$ cat config.mk
export PLATFORM = sky130hd
export DESIGN_NAME = mii_tx_framer
export DESIGN_NICKNAME = d
export VERILOG_FILES = /design/src/rtl/mii_tx_pkg.sv /design/src/rtl/mii_tx_seq.sv /design/src/rtl/mii_tx_crc.sv /design/src/rtl/mii_tx_framer.sv
export SDC_FILE = /design/constraint.sdc
export NUM_CORES = 1
export LEC_CHECK = 0
export BUFFER_PORTS_ARGS = -buffer_cell sky130_fd_sc_hd__buf_2
export CORE_ASPECT_RATIO = 0.6
export CORE_UTILIZATION = 35
export DETAILED_ROUTE_END_ITERATION = 7
export PLACE_DENSITY = 0.48
export SETUP_SLACK_MARGIN = 0.2
export SYNTH_ARGS = -nofsm -noshare
export SYNTH_HDL_FRONTEND = slang
export SYNTH_HIERARCHICAL = 1
export SYNTH_SLANG_ARGS = --single-unit
$ cat constraint.sdc
create_clock -name clk -period 2.7 [get_ports clk]
set_input_delay 0.135 -clock clk [delete_from_list [all_inputs] [get_ports clk]]
set_output_delay 0.135 -clock clk [all_outputs]
set_load 0.03 [all_outputs]
$ cat src/rtl/mii_tx_pkg.sv
package mii_tx_pkg;

  typedef enum logic [2:0] {
    ST_IDLE = 3'd0,
    ST_PRE  = 3'd1,
    ST_DATA = 3'd2,
    ST_FCS  = 3'd3,
    ST_GAP  = 3'd4
  } tx_state_e;

  localparam logic [31:0] CRC_PRESET = 32'hFFFF_FFFF;
  localparam logic [31:0] CRC_POLY_R = 32'hEDB8_8320;  // reflected 0x04C11DB7

  // One byte into the reflected CRC register, least significant bit first.
  function automatic logic [31:0] crc32_byte(input logic [31:0] c, input logic [7:0] d);
    logic [31:0] r;
    r = c;
    for (int b = 0; b < 8; b++) begin
      if (r[0] ^ d[b]) r = (r >> 1) ^ CRC_POLY_R;
      else             r = r >> 1;
    end
    return r;
  endfunction

  // FCS nibble k of the running register; bad keeps the complement undone.
  function automatic logic [3:0] fcs_nibble(input logic [31:0] c, input logic [2:0] k,
                                            input logic bad);
    logic [31:0] f;
    f = bad ? c : ~c;
    return f[{k, 2'b00} +: 4];
  endfunction

endpackage

$ cat src/rtl/mii_tx_seq.sv
module mii_tx_seq
  import mii_tx_pkg::*;
#(
  parameter int PRE_NIB = 15,
  parameter int GAP_CYC = 24,
  parameter int FCS_NIB = 8,
  localparam int CW     = $clog2(PRE_NIB + GAP_CYC + FCS_NIB) + 1
) (
  input  logic          clk,
  input  logic          rst_n,
  input  logic          in_valid,
  input  logic          in_last,
  output tx_state_e     st,
  output logic [CW-1:0] cnt,
  output logic          phase,
  output logic          take,
  output logic          underrun,
  output logic          ready
);

  logic      last_q;
  tx_state_e st_n;
  logic [CW-1:0] cnt_n;
  logic      phase_n;

  assign ready    = (st == ST_PRE && cnt == CW'(PRE_NIB)) ||
                    (st == ST_DATA && phase && !last_q);
  assign take     = ready && in_valid;
  assign underrun = ready && !in_valid;

  always_comb begin
    st_n    = st;
    cnt_n   = cnt;
    phase_n = phase;
    unique case (st)
      ST_IDLE: if (in_valid) begin st_n = ST_PRE; cnt_n = '0; end
      ST_PRE: begin
        if (cnt == CW'(PRE_NIB)) begin
          cnt_n   = '0;
          phase_n = 1'b0;
          st_n    = take ? ST_DATA : ST_FCS;
        end else cnt_n = cnt + 1'b1;
      end
      ST_DATA: begin
        if (!phase) phase_n = 1'b1;
        else begin
          phase_n = 1'b0;
          if (last_q || !take) begin st_n = ST_FCS; cnt_n = '0; end
        end
      end
      ST_FCS: begin
        if (cnt == CW'(FCS_NIB - 1)) begin st_n = ST_GAP; cnt_n = '0; end
        else cnt_n = cnt + 1'b1;
      end
      ST_GAP: begin
        if (cnt == CW'(GAP_CYC - 1)) begin st_n = ST_IDLE; cnt_n = '0; end
        else cnt_n = cnt + 1'b1;
      end
      default: st_n = ST_IDLE;
    endcase
  end

  always_ff @(posedge clk or negedge rst_n) begin
    if (!rst_n) begin
      st     <= ST_IDLE;
      cnt    <= '0;
      phase  <= 1'b0;
      last_q <= 1'b0;
    end else begin
      st    <= st_n;
      cnt   <= cnt_n;
      phase <= phase_n;
      if (st == ST_IDLE) last_q <= 1'b0;
      else if (take)     last_q <= in_last;
    end
  end

  // once the last byte is in, no further byte is asked for
  p_no_ready_after_last_r10: assert property (@(posedge clk) disable iff (!rst_n)
    (take && in_last) |=> !ready);

endmodule

$ cat src/rtl/mii_tx_crc.sv
module mii_tx_crc
  import mii_tx_pkg::*;
#(
  parameter int DW = 8
) (
  input  logic          clk,
  input  logic          rst_n,
  input  logic          clear,
  input  logic          take,
  input  logic          underrun,
  input  logic [DW-1:0] in_data,
  input  logic          in_err,
  output logic [DW-1:0] byte_q,
  output logic [31:0]   crc_q,
  output logic          bad_q
);

  always_ff @(posedge clk or negedge rst_n) begin
    if (!rst_n) begin
      byte_q <= '0;
      crc_q  <= CRC_PRESET;
      bad_q  <= 1'b0;
    end else if (clear) begin
      crc_q  <= CRC_PRESET;
      bad_q  <= 1'b0;
    end else begin
      if (take) begin
        byte_q <= in_data;
        crc_q  <= crc32_byte(crc_q, in_data);
      end
      if ((take && in_err) || underrun) bad_q <= 1'b1;
    end
  end

  // an underrun marks the frame bad
  p_underrun_marks_r7: assert property (@(posedge clk) disable iff (!rst_n)
    (underrun && !clear) |=> bad_q);

  // an error mark is kept until the frame is over
  p_err_sticky_r6: assert property (@(posedge clk) disable iff (!rst_n)
    (bad_q && !clear) |=> bad_q);

endmodule

$ cat src/rtl/mii_tx_framer.sv
module mii_tx_framer
  import mii_tx_pkg::*;
#(
  parameter int PRE_NIB = 15,
  parameter int GAP_CYC = 24
) (
  input  logic       clk,
  input  logic       rst_n,
  input  logic [7:0] in_data,
  input  logic       in_valid,
  input  logic       in_last,
  input  logic       in_err,
  output logic       in_ready,
  output logic [3:0] txd,
  output logic       tx_en,
  output logic       tx_er
);

  localparam int FCS_NIB = 8;
  localparam int CW      = $clog2(PRE_NIB + GAP_CYC + FCS_NIB) + 1;
  localparam int GW      = $clog2(GAP_CYC + 1);

  tx_state_e     st;
  logic [CW-1:0] cnt;
  logic          phase, take, underrun;
  logic [7:0]    byte_q;
  logic [31:0]   crc_q;
  logic          bad_q;

  // named events for the checks
  logic in_pre, in_payload, in_fcs;
  assign in_pre     = (st == ST_PRE);
  assign in_payload = (st == ST_DATA);
  assign in_fcs     = (st == ST_FCS);

  mii_tx_seq #(.PRE_NIB(PRE_NIB), .GAP_CYC(GAP_CYC), .FCS_NIB(FCS_NIB)) u_seq (
    .clk(clk), .rst_n(rst_n), .in_valid(in_valid), .in_last(in_last),
    .st(st), .cnt(cnt), .phase(phase), .take(take), .underrun(underrun),
    .ready(in_ready)
  );

  mii_tx_crc #(.DW(8)) u_crc (
    .clk(clk), .rst_n(rst_n), .clear(st == ST_IDLE), .take(take),
    .underrun(underrun), .in_data(in_data), .in_err(in_err),
    .byte_q(byte_q), .crc_q(crc_q), .bad_q(bad_q)
  );

  always_comb begin
    unique case (st)
      ST_PRE:  txd = (cnt == CW'(PRE_NIB)) ? 4'hD : 4'h5;
      ST_DATA: txd = phase ? byte_q[7:4] : byte_q[3:0];
      ST_FCS:  txd = fcs_nibble(crc_q, cnt[2:0], bad_q);
      default: txd = 4'h0;
    endcase
  end

  assign tx_en = in_pre || in_payload || in_fcs;
  assign tx_er = 1'b0;

  // quiet-cycle counter for the gap check, saturating, preset full
  logic [GW-1:0] quiet_cnt;
  always_ff @(posedge clk or negedge rst_n) begin
    if (!rst_n)                         quiet_cnt <= GW'(GAP_CYC);
    else if (tx_en)                     quiet_cnt <= '0;
    else if (quiet_cnt != GW'(GAP_CYC)) quiet_cnt <= quiet_cnt + 1'b1;
  end

  // a frame never starts inside the gap
  p_gap_kept_r9: assert property (@(posedge clk) disable iff (!rst_n)
    $rose(tx_en) |-> quiet_cnt == GW'(GAP_CYC));

  // bytes are only taken while a frame is on the line
  p_ready_in_frame_r4: assert property (@(posedge clk) disable iff (!rst_n)
    in_ready |-> tx_en);

  // payload is always preceded by the delimiter nibble
  p_sfd_first_r3: assert property (@(posedge clk) disable iff (!rst_n)
    $rose(in_payload) |-> $past(txd) == 4'hD);

  // the frame closes straight after the eighth FCS nibble
  p_fcs_close_r5: assert property (@(posedge clk) disable iff (!rst_n)
    $fell(tx_en) |-> $past(in_fcs) && $past(cnt) == CW'(FCS_NIB - 1));

  // the line is quiet outside a frame
  p_quiet_r8: assert property (@(posedge clk) disable iff (!rst_n)
    !tx_en |-> txd == 4'h0 && !in_ready);

endmodule

## Yosys cells after proc, flatten, opt, wreduce, memory -nomap -nowiden

Cells that the tools add are included.

| operators by class | value |
|---|---|
| mux-type cells | 50 |
| reduce and logical (&&, ||, !) cells | 23 |
| add/sub/neg operators | 1 |
| bitwise operators | 18 |
| shifts and indexed selects | 1 |
| equality and inequality tests | 13 |

Operators by type and width:

| operator | count |
|---|---|
| $mux W32 | 25 |
| $not A13 Y14 | 8 |
| $mux W7 | 6 |
| $pmux W7 S5 | 1 |
| $not A32 Y32 | 1 |
| $shiftx A32 B6 Y4 | 1 |
| $mux W3 | 6 |
| $pmux W3 S5 | 1 |
| $pmux W4 S3 | 1 |
| $ne A2 B1 Y1 const B | 5 |
| $mux W4 | 2 |
| $xor A1 B1 Y1 | 8 |
| $add A7 B1 Y7 const B | 1 |
| $eq A7 B3 Y1 const B | 1 |
| $eq A7 B4 Y1 const B | 1 |
| $eq A7 B5 Y1 const B | 1 |
| $mux W1 | 7 |
| $eq A3 B2 Y1 const B | 2 |
| $logic_and A1 B1 Y1 | 6 |
| $reduce_and A6 Y1 | 1 |
| $reduce_bool A2 Y1 | 3 |
| $logic_or A1 B1 Y1 | 5 |
| $reduce_bool A5 Y1 | 1 |
| $reduce_and A2 Y1 | 2 |
| 8 further kinds | 10 |

| word-level totals | value |
|---|---|
| output and inout bits | 7 |
| bits in registers | 53 |
| bits of input ports | 13 |

## Depth between registers and ports, before layout

Gate-level depths: netlist of the first run.

| depth | value |
|---|---|
| depth after elaboration | 35 |
| depth in mapped cells | 11 |
| gate-level depth less buffers | 9 |

## By module

The synthesis of the first run kept the hierarchy.

Modules (own cells, without submodules):

| module | cells each | instances | sequential area each (um^2) | area each (um^2) |
|---|---|---|---|---|
| mii_tx_crc | 227 | 1 | 1066.0 | 2388.5 |
| mii_tx_seq | 93 | 1 | 300.3 | 850.8 |
| mii_tx_framer | 50 | 1 | 0.0 | 486.7 |

## Worst setup path after synthesis of the first run

OpenSTA, ideal clock, no wires.

| path | value |
|---|---|
| path kind | register to register |
| start point | register u_seq.cnt[0] |
| end point | register u_crc.byte_q[3] |
| clock period less this slack | 2743 ps |
| path buffers | 2 |
| cell stages (with the launch flop) | 12 |
| data arrival time | 2678 ps |
| setup slack | -43 ps |
| cell sequence | dfrtp_1 -> ha_1 -> and3_1 -> nand3_1 -> a21oi_1 -> and2_1 -> clkbuf_1 -> inv_1 -> nor2_1 -> clkbuf_1 -> nand2_1 -> nand2_1 |

| between the ends | value |
|---|---|
| longest elaborated chain between the ends | 5 |

RTL lines:

| element | line | text |
|---|---|---|
| from (decl) | mii_tx_seq.sv:14 | `output logic [CW-1:0] cnt,` |
| from (signal assigned) | mii_tx_seq.sv:71 | `cnt <= cnt_n;` |
| $eq A7 B4 Y1 | mii_tx_seq.sv:26 | `assign ready = (st == ST_PRE && cnt == CW'(PRE_NIB)) \|\|` |
| $logic_and A1 B1 Y1 | mii_tx_seq.sv:26 |  |
| $logic_or A1 B1 Y1 | mii_tx_seq.sv:26 |  |
| named net in_ready | mii_tx_framer.sv:13 | `output logic in_ready,` |
| $logic_and A1 B1 Y1 | mii_tx_seq.sv:28 | `assign take = ready && in_valid;` |
| named net take | mii_tx_framer.sv:25 | `logic phase, take, underrun;` |
| $reduce_and A2 Y1 (no source line) | n/a |  |
| to (signal assigned) | mii_tx_crc.sv:28 | `byte_q <= in_data;` |
| to (decl) | mii_tx_crc.sv:13 | `output logic [DW-1:0] byte_q,` |

The timed path passes the listed nets, and every way through them passes these cells.
A chain may end at the register's enable or synchronous reset.

## Final worst setup path of the first run

| path | value |
|---|---|
| start point | register u_seq.cnt[0] |
| end point | output txd[1] |

| between the ends | value |
|---|---|
| longest elaborated chain between the ends | 2 |

RTL lines:

| element | line | text |
|---|---|---|
| $shiftx A32 B6 Y4 | mii_tx_pkg.sv:30 | `return f[{k, 2'b00} +: 4];` |
| $pmux W4 S3 | mii_tx_framer.sv:49 | `unique case (st)` |
| to (decl) | mii_tx_framer.sv:14 | `output logic [3:0] txd,` |

Every way passes these cells.

==> results.sh, run 1 <==
export IMPL_ys_ff_latch=53
export IMPL_synth_most_common_cell="nand2_1"
export IMPL_gp_congestion=0.7592
export IMPL_start_util=0.3693
export IMPL_vias_per_cell=5.282
export IMPL_cts_root_buf="clkbuf_16"
export IMPL_crit_family="multiplexers"
export IMPL_yosysTopAreaCell="dfstp_2"
export IMPL_area_growth_pct=12.56
export IMPL_arrival_ns=2.27
export IMPL_crit_path_top_delay_cell="mux4_2"
export IMPL_boundaryPins=20
export IMPL_syn_num_nets=384
export IMPL_muxShareOfSynthArea=0.08294
export IMPL_hold_class="primary input to register"
export IMPL_p_leak_nw=1.628
export IMPL_die_area_mm2=0.01108
export IMPL_synth_cell_types=63
export IMPL_crit_fanout=10
export IMPL_grt_pass1_vias=2653
export IMPL_critPathMaxStageDelay_ns=0.50
export IMPL_cts_tree="yes"
export IMPL_slew_violations=0
export IMPL_synthCells=370
export IMPL_path_buf_inv=2
export IMPL_async_flop_share=1.000
export IMPL_synth_area_leaders="dfstp_2 (23%), dfrtp_1 (14%), xnor2_1 (9.6%)"
export IMPL_clk_insertion_delay_late_ns=0.29
export IMPL_drt_pre_antenna_iters=4
export IMPL_post_drt_wl_per_cell_um=18.95
export IMPL_setup_viol_count_final=0
export IMPL_period_needed_ns=2.401
export IMPL_ys_top_cells_by_count="nand2_1 (45), xnor2_1 (41), dfstp_2 (32)"
export IMPL_worst_slack_ns=0.2992
export IMPL_synth_adder_area_share=0.003358
export IMPL_synth_compound_area_frac=0.1394
export IMPL_final_period_utilization=0.8892
export IMPL_numPortBuffers=18
export IMPL_synth_edf_count=0
export IMPL_wirelength_um=10010
export IMPL_final_hold_violation_count=0
export IMPL_path_clk_slew_ns=0.07
export IMPL_power_density_mw_per_mm2=1303
export IMPL_post_synth_and_or_nand_nor_area_fraction=0.1551
export IMPL_grtUsageTotal=0.1959
export IMPL_cts_sinks=53
export IMPL_synth_xor_xnor_area_share=0.2085
export IMPL_drive_above_1_share=0.2875
export IMPL_antennaDiodeCount=0
export IMPL_fmax_mhz=416.5
export IMPL_whs_ns=0.1045
export IMPL_synth_warnings=6
export IMPL_finClkSkew_ns=0.004762
export IMPL_maxCapViolCount=0
export IMPL_crit_chain="buf_6 -> mux4_2 -> mux2i_1 -> xnor2_1 -> a2111oi_2 -> buf_4"
export IMPL_end_kind="output pin"
export IMPL_yosysTopAreaCellShare=0.2257
export IMPL_fin_setup_tns_ns=0
export IMPL_cts_buffers=5
export IMPL_die_w_um=135.2
export IMPL_drt_antenna_violating_nets=0
export IMPL_vias=2789
export IMPL_post_place_ws_ns=0.4086
export IMPL_synth_area_per_cell_um2=10.07
export IMPL_core_area_mm2=0.01009
export IMPL_status="finished, final reports clean"
export IMPL_ys_seq_area_frac=0.3667
export IMPL_fp_dieH_um=81.92
export IMPL_clock_path_buffers=2
export IMPL_startpoint_type="register"
export IMPL_grt_antenna_before_repair=0
export IMPL_drt_iter0_markers=185
export IMPL_max_slew_margin=0.5933
export IMPL_fillers=995
export IMPL_drcViolationCount=0
export IMPL_dp_hpwl_um=7151
export IMPL_core_rowCount=28
export IMPL_htreeDepth=2
export IMPL_ir_drop_uv=460.2
export IMPL_fin_nets=406
export IMPL_crit_required_ns=2.57
export IMPL_grt_max_degree=54
export IMPL_grt_pass1_wl_um=15900
export IMPL_worst_setup_path_type="register to output pin"
export IMPL_synthFlopType="dfstp_2"
export IMPL_mappedNetlistArea_mm2=0.003726
export IMPL_synth_top_family_by_area="XOR/XNOR gates"
export IMPL_grt_ovfl_total=0
export IMPL_worstMarginPinSlew_ns=0.6070
export IMPL_multi_input_area_mm2=0.002228
export IMPL_rsz0062_at_grt="yes"
export IMPL_seqCellArea_mm2=0.001366
export IMPL_post_cts_buffers=0
-- registers in the layout, summed over array words and instances (netlist names) --
name / count
u_crc/byte_q: 8
u_seq/phase: 1
u_crc/bad_q: 1
u_crc/crc_q: 32
u_seq/cnt: 7
u_seq/st: 3
u_seq/last_q: 1
-- layout make-up --
cell class	instances	share of cell area
clock buffer	6	0.03073
clock inverter	2	0.002387
multi-input combinational	287	0.5313
timing repair buffer	38	0.06325
inverter	7	0.006265
tap	135	0.04027
sequential	53	0.3258
-- logic make-up after synthesis --
| group | Yosys count |
|---|---|
| and+or+nand+nor | 115 |
| AOI/OAI and AO/OA | 77 |
| other | 1 |
| muxes | 20 |
| xor gates and xnor gates | 73 |
| adders and majority gates | 1 |
| buffers and inverters | 30 |
| DFF | 53 |
-- worst min-delay path, delay by kind of cell --
family,cells,cell delay [ns]
buffers and inverters,1,0.12
AND/OR/NAND/NOR,2,0.11
-- cells in the final DEF (no fill, tap or decap), types with 17 or more instances in the layout --
cell type and count:
xnor2_1 41, buf_2 17, o21ai_0 17, dfstp_2 32, buf_4 17, nand2_1 45, nor2_1 24, xor2_1 17
a21oi_1 20, dfrtp_1 21
-- path summary, 6_finish.rpt --
path / startpoint / end / slack [ns] / depth (start not counted)
worst min register to register: u_crc/byte_q[4]$_DFFE_PN0P_ / u_crc/byte_q[4]$_DFFE_PN0P_ / 0.48 / 2
worst max-delay path: u_seq/cnt[0]$_DFFE_PN0P_ / txd[1] / 0.30 / 6
max in group asynchronous: rst_n / u_crc/crc_q[0]$_DFFE_PN1P_ / 2.03 / 3
worst max register to register: u_seq/cnt[5]$_DFFE_PN0P_ / u_crc/byte_q[2]$_DFFE_PN0P_ / 0.49 / 8
worst min-delay path: in_data[6] / u_crc/byte_q[6]$_DFFE_PN0P_ / 0.10 / 3
min in group asynchronous: rst_n / u_seq/cnt[4]$_DFFE_PN0P_ / 0.37 / 3
-- per-stage QoR --
| step | instances | total power [mW] | utilization | area [um^2] |
|---|---|---|---|---|
| after global placement | 519 | 4.792 | 0.3987 | 4023 |
| after detailed placement | 519 | 4.772 | 0.3987 | 4023 |
| after floorplan | 370 | 3.993 | - | 3737 |
| after global routing | 528 | 5.854 | 0.4157 | 4194 |
| final | 528 | 5.465 | 0.4157 | 4194 |
| after CTS | 528 | 5.458 | 0.4138 | 4175 |
-- routing by layer --
metal	track usage	wire, um	vias up
li1	-	-	1341
met1	0.3324	5652	1356
met2	0.2426	3711	88
met3	0.03272	590	4
met4	0.03596	51	0
met5	0	0	-
-- where the power goes --
part / total (mW) / internal (mW) / switching, mW
Combinational: 3.30 / 1.54 / 1.76
Sequential: 1.53 / 1.22 / 0.308
Clock: 0.634 / 0.342 / 0.292
Total: 5.47 / 3.10 / 2.36
-- what timing repair did --
action / 4_1_cts / 5_1_grt
pin swaps: 0 / 0
hold buffers: 1 / 0
gates resized for setup: 1 / 4
endpoints found under the hold margin: 21 / 0
setup endpoints to repair: 1 / 4
Note: power is estimated with default switching activity, not from simulation.
==> run 2, diff against run 1 <==
--- a/config.mk
+++ b/config.mk
@@ -10,6 +10,7 @@
 export CORE_UTILIZATION = 35
 export DETAILED_ROUTE_END_ITERATION = 7
 export PLACE_DENSITY = 0.48
+export REMOVE_ABC_BUFFERS = 1
 export SETUP_SLACK_MARGIN = 0.2
 export SYNTH_ARGS = -nofsm -noshare
 export SYNTH_HDL_FRONTEND = slang
==> constraint.sdc (replaced) <==
create_clock -name clk -period 3.1 [get_ports clk]
set_input_delay 0.155 -clock clk [delete_from_list [all_inputs] [get_ports clk]]
set_output_delay 0.155 -clock clk [all_outputs]
set_load 0.03 [all_outputs]
==> run 2 against run 1 <==
  * Routed wire length shrank 0.60%
  * Combinational power shrank 17%
  * Sequential power shrank 12%
  * Cell count shrank 0.95%
  * Via count shrank 0.54%
  * Die area is the same
  * Critical path type unchanged
==> results.sh, run 2 (synthesis gave the netlist of run 1 again) <==
export IMPL_path_buf_inv=2
export IMPL_vias=2774
export IMPL_startpoint_type="register"
export IMPL_r2r_start="u_seq/cnt[0]$_DFFE_PN0P_"
export IMPL_crit_path_start="u_seq/cnt[0]$_DFFE_PN0P_"
export IMPL_area_growth_pct=10.31
export IMPL_ir_drop_uv=565.9
export IMPL_max_slew_margin=0.4840
export IMPL_crit_fanout=10
export IMPL_top_regs="u_crc/crc_q x32, u_crc/byte_q x8, u_seq/cnt x7"
export IMPL_arrival_ns=2.39
export IMPL_cts_root_buf="clkbuf_16"
export IMPL_multi_input_area_mm2=0.002205
export IMPL_start_util=0.3693
export IMPL_cp_common_cell="nor4_1"
export IMPL_numPortBuffers=18
export IMPL_dp_hpwl_um=7184
export IMPL_power_frac_comb=0.590
export IMPL_clockPowerShare=0.122
export IMPL_drcViolationCount=0
export IMPL_critPathMaxStageDelay_ns=0.57
export IMPL_wirelength_um=9945
export IMPL_clock_path_buffers=2
export IMPL_htreeDepth=2
export IMPL_stdcell_count=523
export IMPL_core_rowCount=28
export IMPL_post_drt_wl_per_cell_um=19.02
export IMPL_layout_common_cells="nand2_1 (45), xnor2_1 (41), dfstp_2 (32)"
export IMPL_crit_required_ns=2.94
export IMPL_post_cts_buffers=0
export IMPL_path_clk_slew_ns=0.07
export IMPL_die_w_um=135.2
export IMPL_drt_pre_antenna_iters=4
export IMPL_grtUsageTotal=0.1963
export IMPL_gp_congestion=0.7976
export IMPL_final_period_utilization=0.8213
export IMPL_slew_violations=0
export IMPL_dp_cells=514
export IMPL_worst_setup_path_type="register to output pin"
export IMPL_cts_sinks=53
export IMPL_largest_reg_flops=32
export IMPL_fmax_mhz=392.8
export IMPL_end_kind="output pin"
export IMPL_crit_chain="buf_4 -> mux4_1 -> mux2i_1 -> nor4_1 -> nor4_1 -> buf_2"
export IMPL_holdCritStartpoint="in_data[7]"
export IMPL_worstHoldPathCells=3
export IMPL_largest_register="u_crc/crc_q"
export IMPL_hold_class="primary input to register"
export IMPL_grt_pass1_wl_um=15900
export IMPL_crit_path_top_delay_cell="mux4_1"
export IMPL_worst_path_stages=6
export IMPL_fin_setup_tns_ns=0
export IMPL_final_area_mm2=0.004110
export IMPL_cts_tree="yes"
export IMPL_fp_dieH_um=81.92
export IMPL_power_internal_mw=2.636
export IMPL_reg2reg_setup_slack_ns=0.61
export IMPL_die_area_mm2=0.01108
export IMPL_p_leak_nw=1.595
export IMPL_power_switching_mw=2.028
export IMPL_switching_share=0.4347
export IMPL_rsz0062_at_grt="no"
export IMPL_grt_pass1_vias=2671
export IMPL_maxCapViolCount=0
export IMPL_worstMarginPinSlew_ns=0.7740
export IMPL_whs_ns=0.09986
export IMPL_grt_ovfl_total=0
export IMPL_grt_antenna_before_repair=0
export IMPL_final_hold_violation_count=0
export IMPL_p_seq_frac=0.288
export IMPL_drt_antenna_violating_nets=0
export IMPL_period_needed_ns=2.546
export IMPL_clk_insertion_delay_late_ns=0.30
export IMPL_crit_family="multiplexers"
export IMPL_drt_iter0_markers=185
export IMPL_drive_above_1_share=0.2732
export IMPL_dpl_cell_area_mm2=0.003961
export IMPL_fillers=1017
export IMPL_cts_buffers=5
export IMPL_boundaryPins=20
export IMPL_setup_viol_count_final=0
export IMPL_grt_max_degree=37
export IMPL_core_area_mm2=0.01009
export IMPL_fin_nets=401
export IMPL_r2r_cells=9
export IMPL_final_common_cell="nand2_1"
export IMPL_power_density_mw_per_mm2=1135
export IMPL_finClkSkew_ns=0.009704
export IMPL_status="finished, final reports clean"
export IMPL_antennaDiodeCount=0
export IMPL_vias_per_cell=5.304
export IMPL_seqCellArea_mm2=0.001366
run 2: path summary, 6_finish.rpt:
path,endpoint
worst max-delay path,txd[2]
worst min-delay path,u_crc/byte_q[7]$_DFFE_PN0P_
worst max register to register,u_crc/byte_q[1]$_DFFE_PN0P_
worst min register to register,u_crc/byte_q[7]$_DFFE_PN0P_
max in group asynchronous,u_crc/crc_q[20]$_DFFE_PN1P_
min in group asynchronous,u_crc/byte_q[3]$_DFFE_PN0P_
run 2: worst reg2reg max path: cells and delay by family (launching register included):
kind	cells	cell delay, ns
simple gates	6	1.10
buf+inv	1	0.37
flops	1	0.36
fa+ha+maj	1	0.29
compound gates	1	0.25
run 2: metrics by stage:
step / util / power (mW) / setup slack [ns]
4_1_cts: 0.4074 / 4.693 / 0.5122
2_1_floorplan: - / 3.395 / -0.7197
6_report: 0.4074 / 4.664 / 0.5539
3_3_place_gp: 0.3926 / 4.078 / 0.7632
3_5_place_dp: 0.3926 / 4.082 / 0.6490
5_1_grt: 0.4074 / 4.993 / 0.3670
run 2: layer usage:
layer  wire (um)  part of all wire  global-route usage  up-vias
met2        3627              0.36              0.2482       56
met5           0                 0                   0        -
met4         102             0.010             0.05056        0
met3         477             0.048             0.03519        7
met1        5738              0.58              0.3228     1379
li1            -                 -                   -     1332
run 2: layout make-up:
type / count / area share
clock buffer: 6 / 0.03135
clock inverter: 2 / 0.002435
inverter: 7 / 0.006393
multi-input combinational: 287 / 0.5364
sequential: 53 / 0.3324
tap: 135 / 0.04110
timing repair buffer: 33 / 0.04992
run 2: power by group through the flow:
stage	Combinational, mW	Sequential [mW]	Clock [mW]
6_report	2.75	1.34	0.569
5_1_grt	3.00	1.39	0.608
4_1_cts	2.75	1.34	0.596
3_5_place_dp	2.73	1.35	0
3_3_place_gp	2.73	1.35	0
2_1_floorplan	2.05	1.35	0
run 2: repair_timing:
action                    in CTS  in global routing
hold buffers                   1                  0
resized for setup              0                  0
hold endpoints to repair      10                  0
